[config.mk]
export PLATFORM = sky130hd
export DESIGN_NAME = pwm_mpf_top
export DESIGN_NICKNAME = d
export VERILOG_FILES = /design/src/rtl/pwm_mpf_pkg.sv /design/src/rtl/pwm_mpf_db_conv.sv /design/src/rtl/pwm_mpf_width_calc.sv /design/src/rtl/pwm_mpf_gate.sv /design/src/rtl/pwm_mpf_top.sv
export SDC_FILE = /design/constraint.sdc
export NUM_CORES = 1
export LEC_CHECK = 0
export ABC_AREA = 0
export BUFFER_PORTS_ARGS = -buffer_cell sky130_fd_sc_hd__buf_2
export CAP_MARGIN = 20
export CORE_UTILIZATION = 43
export CTS_BUF_LIST = sky130_fd_sc_hd__clkbuf_4 sky130_fd_sc_hd__clkbuf_8 sky130_fd_sc_hd__clkbuf_16
export CTS_CLUSTER_SIZE = 40
export DETAILED_ROUTE_END_ITERATION = 8
export GPL_TIMING_DRIVEN = 0
export SYNTH_ARGS = -nofsm -noshare
export SYNTH_HDL_FRONTEND = slang
export SYNTH_SLANG_ARGS = --single-unit
[constraint.sdc]
create_clock -name clk_i -period 1.1 [get_ports clk_i]
set_input_delay 0.165 -clock clk_i [delete_from_list [all_inputs] [get_ports clk_i]]
set_output_delay 0.165 -clock clk_i [all_outputs]
set_load 0.03 [all_outputs]
[src/rtl/pwm_mpf_pkg.sv]
package pwm_mpf_pkg;
  localparam int unsigned CNT_W_DEF = 16;
  localparam int unsigned DB_W_DEF  = 8;
  localparam int unsigned SH_W_DEF  = 4;

  typedef enum logic {
    FILT_HOLD = 1'b0,
    FILT_PASS = 1'b1
  } filt_state_e;
endpackage

[src/rtl/pwm_mpf_db_conv.sv]
module pwm_mpf_db_conv #(
  parameter int unsigned DB_W = 8,
  parameter int unsigned SH_W = 4
) (
  input  logic            rst_ni,
  input  logic [DB_W-1:0] db_sys_i,
  input  logic [SH_W-1:0] shift_i,
  output logic [DB_W-1:0] db_pwm_o
);
  localparam int unsigned EXT_W = DB_W + (1 << SH_W);

  logic [DB_W-1:0] frac_mask;
  logic [DB_W-1:0] whole;
  logic            has_frac;

  // shift >= DB_W yields an all-ones mask
  assign frac_mask = (DB_W'(1) << shift_i) - DB_W'(1);
  assign whole     = db_sys_i >> shift_i;
  assign has_frac  = |(db_sys_i & frac_mask);
  assign db_pwm_o  = whole + DB_W'(has_frac);

  logic [EXT_W-1:0] up_ext, dn_ext;
  assign up_ext = EXT_W'(db_pwm_o) << shift_i;
  assign dn_ext = EXT_W'(db_pwm_o - DB_W'(1)) << shift_i;

  always_comb begin
    if (rst_ni && db_pwm_o != '0) begin

      db_round_chk: assert (up_ext >= EXT_W'(db_sys_i) && dn_ext < EXT_W'(db_sys_i));
    end
  end
endmodule

[src/rtl/pwm_mpf_width_calc.sv]
module pwm_mpf_width_calc #(
  parameter int unsigned CNT_W = 16,
  parameter int unsigned DB_W  = 8
) (
  input  logic             rst_ni,
  input  logic [CNT_W-1:0] period_i,
  input  logic [CNT_W-1:0] duty_i,
  input  logic [DB_W-1:0]  db_pwm_i,
  input  logic [CNT_W-1:0] min_width_i,
  output logic             pass_o
);
  logic [CNT_W-1:0] db_ext;
  logic [CNT_W-1:0] hi_w, lo_raw, lo_w;
  logic             steady, filt_off, hi_ok, lo_ok;

  assign db_ext   = CNT_W'(db_pwm_i);
  assign hi_w     = (duty_i >= db_ext) ? duty_i - db_ext : '0;
  assign lo_raw   = (period_i >= duty_i) ? period_i - duty_i : '0;
  assign lo_w     = (lo_raw >= db_ext) ? lo_raw - db_ext : '0;
  assign steady   = (duty_i == '0) || (duty_i >= period_i);
  assign filt_off = (min_width_i == '0);
  assign hi_ok    = (hi_w >= min_width_i);
  assign lo_ok    = (lo_w >= min_width_i);
  assign pass_o   = filt_off || steady || (hi_ok && lo_ok);

  always_comb begin
    if (rst_ni && !steady && !filt_off && pass_o) begin

      width_ok_chk: assert (duty_i >= db_ext + min_width_i
                            && (period_i - duty_i) >= db_ext + min_width_i);
    end
  end
endmodule

[src/rtl/pwm_mpf_gate.sv]
module pwm_mpf_gate
  import pwm_mpf_pkg::*;
(
  input  logic clk_i,
  input  logic rst_ni,
  input  logic period_start_i,
  input  logic pass_i,
  input  logic mod_i,
  output logic pwm_o
);
  filt_state_e state_q, state_d;
  logic        out_q, live;

  assign state_d = pass_i ? FILT_PASS : FILT_HOLD;
  // boundary clock uses the fresh decision so no edge is lost or added
  assign live    = period_start_i ? pass_i : (state_q == FILT_PASS);

  always_ff @(posedge clk_i or negedge rst_ni) begin
    if (!rst_ni) begin
      state_q <= FILT_HOLD;
      out_q   <= 1'b0;
    end else begin
      if (period_start_i) state_q <= state_d;
      if (live) out_q <= mod_i;
    end
  end

  assign pwm_o = out_q;


  hold_level_chk: assert property (@(posedge clk_i) disable iff (!rst_ni)
    (state_q == FILT_HOLD && !period_start_i) |=> $stable(pwm_o));


  follow_chk: assert property (@(posedge clk_i) disable iff (!rst_ni)
    (state_q == FILT_PASS && !period_start_i) |=> (pwm_o == $past(mod_i)));


  decision_stable_chk: assert property (@(posedge clk_i) disable iff (!rst_ni)
    !period_start_i |=> $stable(state_q));
endmodule

[src/rtl/pwm_mpf_top.sv]
module pwm_mpf_top
  import pwm_mpf_pkg::*;
#(
  parameter int unsigned CNT_W = CNT_W_DEF,
  parameter int unsigned DB_W  = DB_W_DEF,
  parameter int unsigned SH_W  = SH_W_DEF
) (
  input  logic             clk_i,
  input  logic             rst_ni,
  input  logic             period_start_i,
  input  logic             mod_i,
  input  logic [CNT_W-1:0] period_i,
  input  logic [CNT_W-1:0] duty_i,
  input  logic [DB_W-1:0]  deadband_i,
  input  logic [SH_W-1:0]  presc_log2_i,
  input  logic [CNT_W-1:0] min_width_i,
  output logic             pwm_o
);
  logic [DB_W-1:0] db_pwm;
  logic            pass;

  pwm_mpf_db_conv #(.DB_W(DB_W), .SH_W(SH_W)) u_db (
    .rst_ni   (rst_ni),
    .db_sys_i (deadband_i),
    .shift_i  (presc_log2_i),
    .db_pwm_o (db_pwm)
  );

  pwm_mpf_width_calc #(.CNT_W(CNT_W), .DB_W(DB_W)) u_width (
    .rst_ni      (rst_ni),
    .period_i    (period_i),
    .duty_i      (duty_i),
    .db_pwm_i    (db_pwm),
    .min_width_i (min_width_i),
    .pass_o      (pass)
  );

  pwm_mpf_gate u_gate (
    .clk_i          (clk_i),
    .rst_ni         (rst_ni),
    .period_start_i (period_start_i),
    .pass_i         (pass),
    .mod_i          (mod_i),
    .pwm_o          (pwm_o)
  );


  filt_off_chk: assert property (@(posedge clk_i) disable iff (!rst_ni)
    (period_start_i && min_width_i == '0) |=> (pwm_o == $past(mod_i)));


  steady_pass_chk: assert property (@(posedge clk_i) disable iff (!rst_ni)
    (period_start_i && (duty_i == '0 || duty_i >= period_i)) |=> (pwm_o == $past(mod_i)));
endmodule

# Yosys cells after proc, flatten, opt, wreduce, memory -nomap -nowiden

Index checks and enable logic that the tools add are counted.

Latch bits: 0
Register bits: 2
Output and inout bits: 1
Word-level logic and storage cells: 28
ROM bits: 0
Bits in writable memories: 0
Memories: 0

Reduce and logical (&&, ||, !) cells: 7
Multiply operators: 0
Mux-type cells: 5
Shift-type cells: 2
Equal/unequal tests: 0
Add/sub/neg operators: 5
$lt $le $gt $ge: 6
Div/mod/pow operators: 0
Bitwise logic cells: 1

Operators by type and width:

| operator                                          | number |
|---|---|
| >= comparator 16 bit                              | 4 |
| two-way mux 16 bit                                | 3 |
| >= comparator 16 x 8 -> 1 bit                     | 2 |
| zero test 16 bit                                  | 2 |
| subtractor 16 x 8 -> 16 bit                       | 2 |
| subtractor 16 bit                                 | 1 |
| adder 8 x 1 -> 8 bit                              | 1 |
| bitwise AND 8 bit                                 | 1 |
| OR reduction 8 bit                                | 1 |
| << shifter 1 x 4 -> 8 bit (first input constant)  | 1 |
| right shift 8 x 4 -> 8 bit                        | 1 |
| subtractor 8 x 2 -> 8 bit (second input constant) | 1 |
| logical OR 1 bit                                  | 3 |
| two-way mux 1 bit                                 | 2 |
| logical AND 1 bit                                 | 1 |

# Logic depth before layout (Yosys ltp)

Gate-level depths: netlist of run 1.

Word-level depth: 11
Gate-level depth with buffers: 32
Mapped depth without buffers: 31

# By module

A second synthesis of run 1 with hierarchy kept.

Cells, all modules: 534
Area total of the unflattened synthesis: 3767.4 um2

Modules (own cells, without submodules):

| module             | times used | cells an instance | sequential area each (um2) | area each (um2) |
|---|---|---|---|---|
| pwm_mpf_width_calc | 1          | 438               | 0.0                        | 2987.9 |
| pwm_mpf_db_conv    | 1          | 92                | 0.0                        | 699.4 |
| pwm_mpf_gate       | 1          | 4                 | 50.0                       | 80.1 |

# Least setup slack after synthesis of run 1

Ideal clock, no wire load.

Path kind: in2reg
From: input presc_log2_i[2]
To: register u_gate.out_q (netlist: u_gate.pwm_o)
Required time: 965 ps
Path slack: -4743 ps
Arrival time: 5709 ps
Stages on the path: 30
Library setup time: 135 ps
Cells stage by stage: buf_6 > or3_4 > nor2_1 > inv_1 > ha_1 > inv_1 > a222oi_1 > nand4b_1 > ha_1 > ha_1 > fa_1 > inv_1 > o31ai_1 > a22o_1 > a311oi_1 > o2111ai_1 > nand2b_2 > nor2_1 > or2_2 > ha_1 > nand2b_1 > a21o_1 > a21o_1 > a21o_1 > a21o_1 > a21o_1 > a211o_1 > a21oi_1 > or2_2 > o211ai_1

Cells in the longest elaborated chain, start to end: 11

RTL lines:

| item                                                | line                                               | text |
|---|---|---|
| from (decl)                                         | pwm_mpf_top.sv:15                                  | `input logic [SH_W-1:0] presc_log2_i,` |
| << shifter 1 x 4 -> 8 bit                           | pwm_mpf_db_conv.sv:17                              | `assign frac_mask = (DB_W'(1) << shift_i) - DB_W'(1);` |
| subtractor 8 x 2 -> 8 bit                           | pwm_mpf_db_conv.sv:17                              |  |
| bitwise AND 8 bit                                   | pwm_mpf_db_conv.sv:19                              | `assign has_frac = \|(db_sys_i & frac_mask);` |
| OR reduction 8 bit                                  | pwm_mpf_db_conv.sv:19                              |  |
| adder 8 x 1 -> 8 bit *                              | pwm_mpf_db_conv.sv:20                              | `assign db_pwm_o = whole + DB_W'(has_frac);` |
| subtractor 16 x 8 -> 16 bit (tied with other cells) | pwm_mpf_width_calc.sv:17                           | `assign hi_w = (duty_i >= db_ext) ? duty_i - db_ext : '0;` |
| two-way mux 16 bit (on tied branches)               | pwm_mpf_width_calc.sv:17, pwm_mpf_width_calc.sv:19 |  |
| >= comparator 16 bit (on tied branches)             | pwm_mpf_width_calc.sv:22, pwm_mpf_width_calc.sv:23 |  |
| logical AND 1 bit *                                 | pwm_mpf_width_calc.sv:24                           | `assign pass_o = filt_off \|\| steady \|\| (hi_ok && lo_ok);` |
| logical OR 1 bit *                                  | pwm_mpf_width_calc.sv:24                           |  |
| two-way mux 1 bit *                                 | pwm_mpf_gate.sv:16                                 | `assign live = period_start_i ? pass_i : (state_q == FILT_PASS);` |
| to (signal assigned)                                | pwm_mpf_gate.sv:24                                 | `if (live) out_q <= mod_i;` |
| to (decl)                                           | pwm_mpf_gate.sv:12                                 | `logic out_q, live;` |

Every way passes the cells marked *; elsewhere a longest branch is shown, timed or not.
A chain may end at the register's enable or synchronous reset.

# Worst setup path after layout of run 1

Ends and elaborated chain as after synthesis.

==> flow_summary.json, run 1 <==
{
  "cts.clk_slew.worst_paths_ps": 30,
  "post-synth-top-count-cell": "sky130_fd_sc_hd__ha_1",
  "grt_antenna_before_repair": 0,
  "path_buf_inv": 6,
  "setup.worst_path.end_class": "flop",
  "fp.coreArea_sq_um": 8760,
  "ys_ff_latch": 2,
  "timing_hold_violations_final": 0,
  "data_required_time_at_the_worst_endpoint_ps": 1180,
  "ys_top_cells_by_area": "sky130_fd_sc_hd__ha_1 19%, sky130_fd_sc_hd__xnor2_1 5.4%, sky130_fd_sc_hd__a21oi_1 4.8%",
  "critPathMaxStageDelay_ps": 360,
  "finClkSkew_ps": 0.560,
  "grt_remaining_overflow": 0,
  "synth-edff-count": 0,
  "cell_count_after_placement": 694,
  "post_synth_most_frequent_cells": "59 x sky130_fd_sc_hd__ha_1, 46 x sky130_fd_sc_hd__inv_1, 44 x sky130_fd_sc_hd__nand2_1, 39 x sky130_fd_sc_hd__nor2_1, 38 x sky130_fd_sc_hd__a21oi_1",
  "cts_tree": "built",
  "antenna_cells": 0,
  "reg2reg_depth": 4,
  "detailedRoute.firstPassIterationCount": 6,
  "seqPwrFrac_pct": 2.2,
  "syn_area_sq_um": 3920,
  "route.vias.total": 4047,
  "crit-reg2reg-capture": "u_gate.pwm_o$_DFFE_PN0P_",
  "finalSetupViolCount": 2,
  "routed_wl_um": 11400,
  "cp.depth": 32,
  "crit_top_cell": "sky130_fd_sc_hd__a21o_1",
  "post-dp-hpwl_um": 9650,
  "cells_after_synthesis": 524,
  "cellLeakagePower_uw": 0.00228,
  "synth-seq-area-share_pct": 1.28,
  "post_route_cells_drive_above_1_share_pct": 29.2,
  "clock-sinks": 2,
  "grt_start_max_net_pins": 11,
  "via_per_inst": 5.62,
  "num-nets-final": 740,
  "first_global_vias": 3942,
  "floorplan.initialDensity_pct": 44.8,
  "antenna_violating_nets_post_route": 0,
  "timing.critical_path.slowest_stage_cell": "sky130_fd_sc_hd__fa_2",
  "clockBufferDepth": 2,
  "critical_path_peak_fanout": 3,
  "postPlaceCellArea_sq_um": 4530,
  "yosys_most_used_dff": "sky130_fd_sc_hd__dfrtp_1",
  "switchingPower_uw": 2430,
  "hold_path_class": "input port to async pin",
  "rows": 34,
  "ctsRootBufferMaster": "sky130_fd_sc_hd__clkbuf_8",
  "clock_latency_ps": 220,
  "cts_inserted_buffers": 3,
  "clock_power_share_pct": 6.3,
  "power_report.internal_total_uw": 2310,
  "ys_async_sr_fraction_pct": 100,
  "numPortBuffers": 62,
  "crit_type": "input port to flop",
  "regToRegStartpoint": "u_gate.state_q$_DFFE_PN0P_",
  "worst_slack_ps": -4490,
  "worst_slew_margin_rel_pct": 56.5,
  "drv_slew": 0,
  "netSwitchingFraction_pct": 51.2,
  "max_cap_violations": 0,
  "rsz0062_at_grt": "true",
  "cp_data_arrival_time_ps": 5670,
  "synth_top_area_share_pct": 18.8,
  "final_design_area_no_fill_sq_um": 4910,
  "placement.setup.worst_slack_ps": -5040,
  "ctsHtreeMaxLevel": 1,
  "drtIter0Drc": 210,
  "instances_no_fill": 720,
  "routabilityCongestion": 0.853,
  "worst_path_dominant_cell_family": "compound AO/OA/AOI/OAI gates",
  "powerDensity_nw_per_um2": 964,
  "timing.reg2reg.setup_slack_ps": 90,
  "violations": "setup timing",
  "fmax_mhz": 179,
  "fin_setup_tns_ps": -8950,
  "worst-slew-pin-transition_ps": 648,
  "fin_util_pct": 56.1,
  "floorplan.die.height_um": 97.5,
  "final.period_utilization_pct": 508,
  "fp.dieW_um": 97.5,
  "average_routed_wire_per_standard_cell_um": 15.9,
  "power.ir.vdd_worst_mv": 0.369,
  "synth.largest_area_cell": "sky130_fd_sc_hd__ha_1",
  "synth.avg_cell_area_sq_um": 7.49,
  "power_frac_comb_pct": 91.5,
  "die_outline_area_sq_um": 9510,
  "syn_nets": 650,
  "yosysWarnings": 0,
  "area_growth_pct": 25.3,
  "wire_length_of_the_first_global_routing_pass_um": 19100,
  "global_route.usage.total_pct": 24.2,
  "final_period_minus_worst_setup_slack_ps": 5590,
  "synth_cell_types": 86,
  "drc": 0,
  "io_pins": 65,
  "run_status": "finished with violations",
  "critical_path.startpoint_type": "input port"
}
==> how the worst max path moves through the flow <==
stage | endpoint | slack (ps) | startpoint
CTS | u_gate.pwm_o$_DFFE_PN0P_ | -4530 | presc_log2_i[2]
floorplan | u_gate.pwm_o$_DFFE_PN0P_ | -4190 | presc_log2_i[2]
global route | u_gate.pwm_o$_DFFE_PN0P_ | -4790 | presc_log2_i[2]
detailed placement | u_gate.pwm_o$_DFFE_PN0P_ | -5040 | presc_log2_i[2]
global placement | u_gate.pwm_o$_DFFE_PN0P_ | -5000 | presc_log2_i[2]
finish | u_gate.pwm_o$_DFFE_PN0P_ | -4490 | presc_log2_i[2]
==> stage by stage <==
stage               hold WS (ps)  total power, uW
floorplan                   -131             3170
global placement           -50.8             4000
detailed placement         -48.6             4080
CTS                          269             4600
global route                 277             5250
finish                       271             4740
==> cell type report <==
| class | count | area (sq um) |
|---|---|---|
| well taps | 108 | 135 |
| clock buffers | 3 | 41.3 |
| flip-flops and latches | 2 | 50.0 |
| multi-input cells | 465 | 3910 |
| inverters | 47 | 181 |
| repair buffers | 85 | 495 |
| fillers | 844 | 3850 |
| plain buffers | 10 | 97.6 |
==> logic make-up after synthesis <==
group           share of synthesized area (%)
simple gates                             26.1
compound gates                           29.9
fa+ha+maj                                20.9
buf+inv                                  6.63
xor+xnor                                 10.6
mux                                      4.53
flops                                    1.28
==> repair_timing <==
| action | in CTS | in global routing |
|---|---|---|
| buffers inserted | 17 | 5 |
| endpoints found under the setup margin | 2 | 2 |
| hold buffers | 1 | 0 |
| endpoints found under the hold margin | 2 | 0 |
| cloned | 0 | 0 |
| gates resized for setup | 21 | 13 |
| pin swaps | 25 | 21 |
==> routing by layer <==
layer	GRT usage (%)	share of wire [%]	wire length, um
met1	35.2	50	5730
met2	40.7	45	5190
met3	0.935	3.8	438
met4	2.60	0.66	76
met5	0	0	0
==> power by group through the flow <==
stage	clock network (uW)	registers [uW]	logic, uW
floorplan	0	122	3050
global placement	0	104	3890
detailed placement	0	104	3970
CTS	297	103	4200
global route	306	105	4840
finish	299	103	4340
==> layout by cell type (no fill, tap or decap), drive strengths merged, types with 12 or more instances in the layout <==
| cell | n |
|---|---|
| buf | 91 |
| ha | 59 |
| nor2 | 50 |
| inv | 47 |
| nand2 | 44 |
| a21oi | 40 |
| o21ai | 31 |
| xnor2 | 26 |
| a21o | 24 |
| xor2 | 15 |
| nor3 | 13 |
| mux2i | 12 |
==> registers in the layout, indices dropped and copies added, names as in the netlist <==
signal	cells
u_gate.state_q	1
u_gate.pwm_o	1
No activity file was read; power rests on OpenSTA's default activity.
==> run 2: changes to the inputs <==
--- a/config.mk
+++ b/config.mk
@@ -14,4 +14,5 @@
 export DETAILED_ROUTE_END_ITERATION = 8
 export GPL_TIMING_DRIVEN = 0
+export PLACE_DENSITY = 0.73
 export SYNTH_ARGS = -nofsm -noshare
 export SYNTH_HDL_FRONTEND = slang
==> constraint.sdc (replaced) <==
create_clock -name clk_i -period 7.2 [get_ports clk_i]
set_input_delay 1.44 -clock clk_i [delete_from_list [all_inputs] [get_ports clk_i]]
set_output_delay 1.44 -clock clk_i [all_outputs]
set_load 0.03 [all_outputs]
==> run 2 against run 1 <==
Net effect: largest cell class unchanged; non-clock buffer count decreased by 5; sequential cell count unchanged; largest power group unchanged; combinational power decreased by 85%; register-to-register slack gained 6100 ps; global-route usage shrank 1.2 points; die area is the same; the flow now finishes without violations; utilization is 1.3 points lower; count of clock-buffer cells in the layout is the same.
==> flow_summary.json, run 2 (synthesis gave the netlist of run 1 again) <==
{
  "run_status": "finished clean",
  "floorplan.initialDensity_pct": 44.8,
  "total_power_uw": 696,
  "reg2reg_depth": 4,
  "postPlaceCellArea_sq_um": 4370,
  "wire_length_of_the_first_global_routing_pass_um": 18600,
  "layout.cells.most_common_list": "62 x sky130_fd_sc_hd__buf_2, 54 x sky130_fd_sc_hd__ha_1, 44 x sky130_fd_sc_hd__nand2_1, 44 x sky130_fd_sc_hd__inv_1, 37 x sky130_fd_sc_hd__nor2_1",
  "routabilityCongestion": 0.893,
  "launching_element_of_the_worst_setup_path": "presc_log2_i[2]",
  "crit-reg2reg-capture": "u_gate.pwm_o$_DFFE_PN0P_",
  "area.sequential_sq_um": 50.0,
  "final.period_utilization_pct": 98.2,
  "average_routed_wire_per_standard_cell_um": 16.1,
  "mostFrequentLayoutCell": "sky130_fd_sc_hd__buf_2",
  "cellLeakagePower_uw": 0.00222,
  "hold_path_class": "flop to flop",
  "setup.worst_path.end_class": "flop",
  "critPathMaxStageDelay_ps": 430,
  "routed_wl_um": 11500,
  "crit_type": "input port to flop",
  "cp_data_arrival_time_ps": 7150,
  "finalSetupViolCount": 0,
  "cell_count_after_placement": 694,
  "post_cts_hold_buffer_count": 0,
  "fp.dieW_um": 97.5,
  "post-dp-hpwl_um": 9110,
  "via_per_inst": 5.86,
  "area_growth_pct": 22.4,
  "detailedRoute.firstPassIterationCount": 5,
  "powerDensity_nw_per_um2": 145,
  "data_required_time_at_the_worst_endpoint_ps": 7280,
  "first_global_vias": 4043,
  "drc": 0,
  "max_cap_violations": 0,
  "critical_path.startpoint_type": "input port",
  "global_route.usage.total_pct": 23.1,
  "antenna_violating_nets_post_route": 0,
  "timing.reg2reg.setup_slack_ps": 6180,
  "hold_ws_ps": 541,
  "numPortBuffers": 62,
  "crit_top_cell": "sky130_fd_sc_hd__a21o_1",
  "holdPathStages": 2,
  "clock_latency_ps": 210,
  "grt_remaining_overflow": 0,
  "fmax_mhz": 141,
  "critical_path_peak_fanout": 11,
  "instances_no_fill": 715,
  "cts_inserted_buffers": 3,
  "antenna_cells": 0,
  "drtIter0Drc": 455,
  "timing_hold_violations_final": 0,
  "fill_cells": 804,
  "num-nets-final": 735,
  "hp-start": "u_gate.state_q$_DFFE_PN0P_",
  "regToRegStartpoint": "u_gate.state_q$_DFFE_PN0P_",
  "clock-sinks": 2,
  "post_route_cells_drive_above_1_share_pct": 28.5,
  "ctsHtreeMaxLevel": 1,
  "worst-slew-pin-transition_ps": 647,
  "ctsRootBufferMaster": "sky130_fd_sc_hd__clkbuf_8",
  "route.vias.total": 4192,
  "final_period_minus_worst_setup_slack_ps": 7070,
  "grt_start_max_net_pins": 11,
  "grt_antenna_before_repair": 0,
  "cts.clk_slew.worst_paths_ps": 30,
  "multi_input_area_sq_um": 3850,
  "io_pins": 65,
  "floorplan.die.height_um": 97.5,
  "clockBufferDepth": 2,
  "die_outline_area_sq_um": 9510,
  "rows": 34,
  "drv_slew": 0,
  "hold-path-endpoint": "u_gate.state_q$_DFFE_PN0P_",
  "cts_tree": "built",
  "final_design_area_no_fill_sq_um": 4800,
  "fin_setup_tns_ps": 0,
  "power.ir.vdd_worst_mv": 0.0534,
  "finClkSkew_ps": 1.59,
  "worst_slew_margin_rel_pct": 56.5,
  "timing.critical_path.slowest_stage_cell": "sky130_fd_sc_hd__or3_4",
  "fp.coreArea_sq_um": 8760
}
[run 2: changes by cell type in the layout (fill, tap and decap cells not counted), sizes merged]
cell / before / now
dlygate4sd3: 1 / 0
buf: 91 / 88
clkbuf: 6 / 5
[run 2: final cells by class]
class / instances / area share (%)
buffer: 8 / 1.56
clock buffer: 3 / 0.860
inverter: 47 / 3.73
multi-input combinational: 465 / 80.3
sequential: 2 / 1.04
tap: 108 / 2.81
timing repair buffer: 82 / 9.72
[run 2: per-stage QoR]
step	worst slack, ps	utilization [%]
after global placement	-549	49.9
after global routing	-130	54.8
after CTS	6.91	51.6
final	128	54.8
after floorplan	81.5	-
after detailed placement	-618	49.9
[run 2: worst max-delay path, delay by kind of cell]
kind	cells	cell delay (ps)
adder cells (fa/ha/maj)	4	920
AO/OA/AOI/OAI	13	1920
buffers and inverters	6	770
XOR/XNOR	1	320
AND/OR/NAND/NOR	9	1770
[run 2: how the worst max path moves through the flow]
stage               slack [ps]                        to  cells past startpoint
global placement          -550  u_gate.pwm_o$_DFFE_PN0P_                     31
detailed placement        -620  u_gate.pwm_o$_DFFE_PN0P_                     31
floorplan                   80  u_gate.pwm_o$_DFFE_PN0P_                     30
global route              -130  u_gate.pwm_o$_DFFE_PN0P_                     33
CTS                          7  u_gate.pwm_o$_DFFE_PN0P_                     33
finish                     130  u_gate.pwm_o$_DFFE_PN0P_                     33
[run 2: layer usage]
layer,track usage (%),vias up,part of all wire (%)
met1,32.2,1922,45
met2,39.4,154,48
li1,-,2096,-
met5,0,-,0
met4,4.64,0,1.5
met3,0.863,20,5.5
[run 2: report_power, final]
group / internal (uW) / total [uW] / switching (uW)
Sequential: 14.0 / 15.8 / 1.83
Combinational: 287 / 636 / 349
Clock: 35.4 / 44.5 / 9.15
[run 2: repair_timing]
action | CTS | global route
gates resized for setup | 12 | 45
buffers inserted | 5 | 15
setup endpoints to repair | 2 | 2
pin swaps | 5 | 30
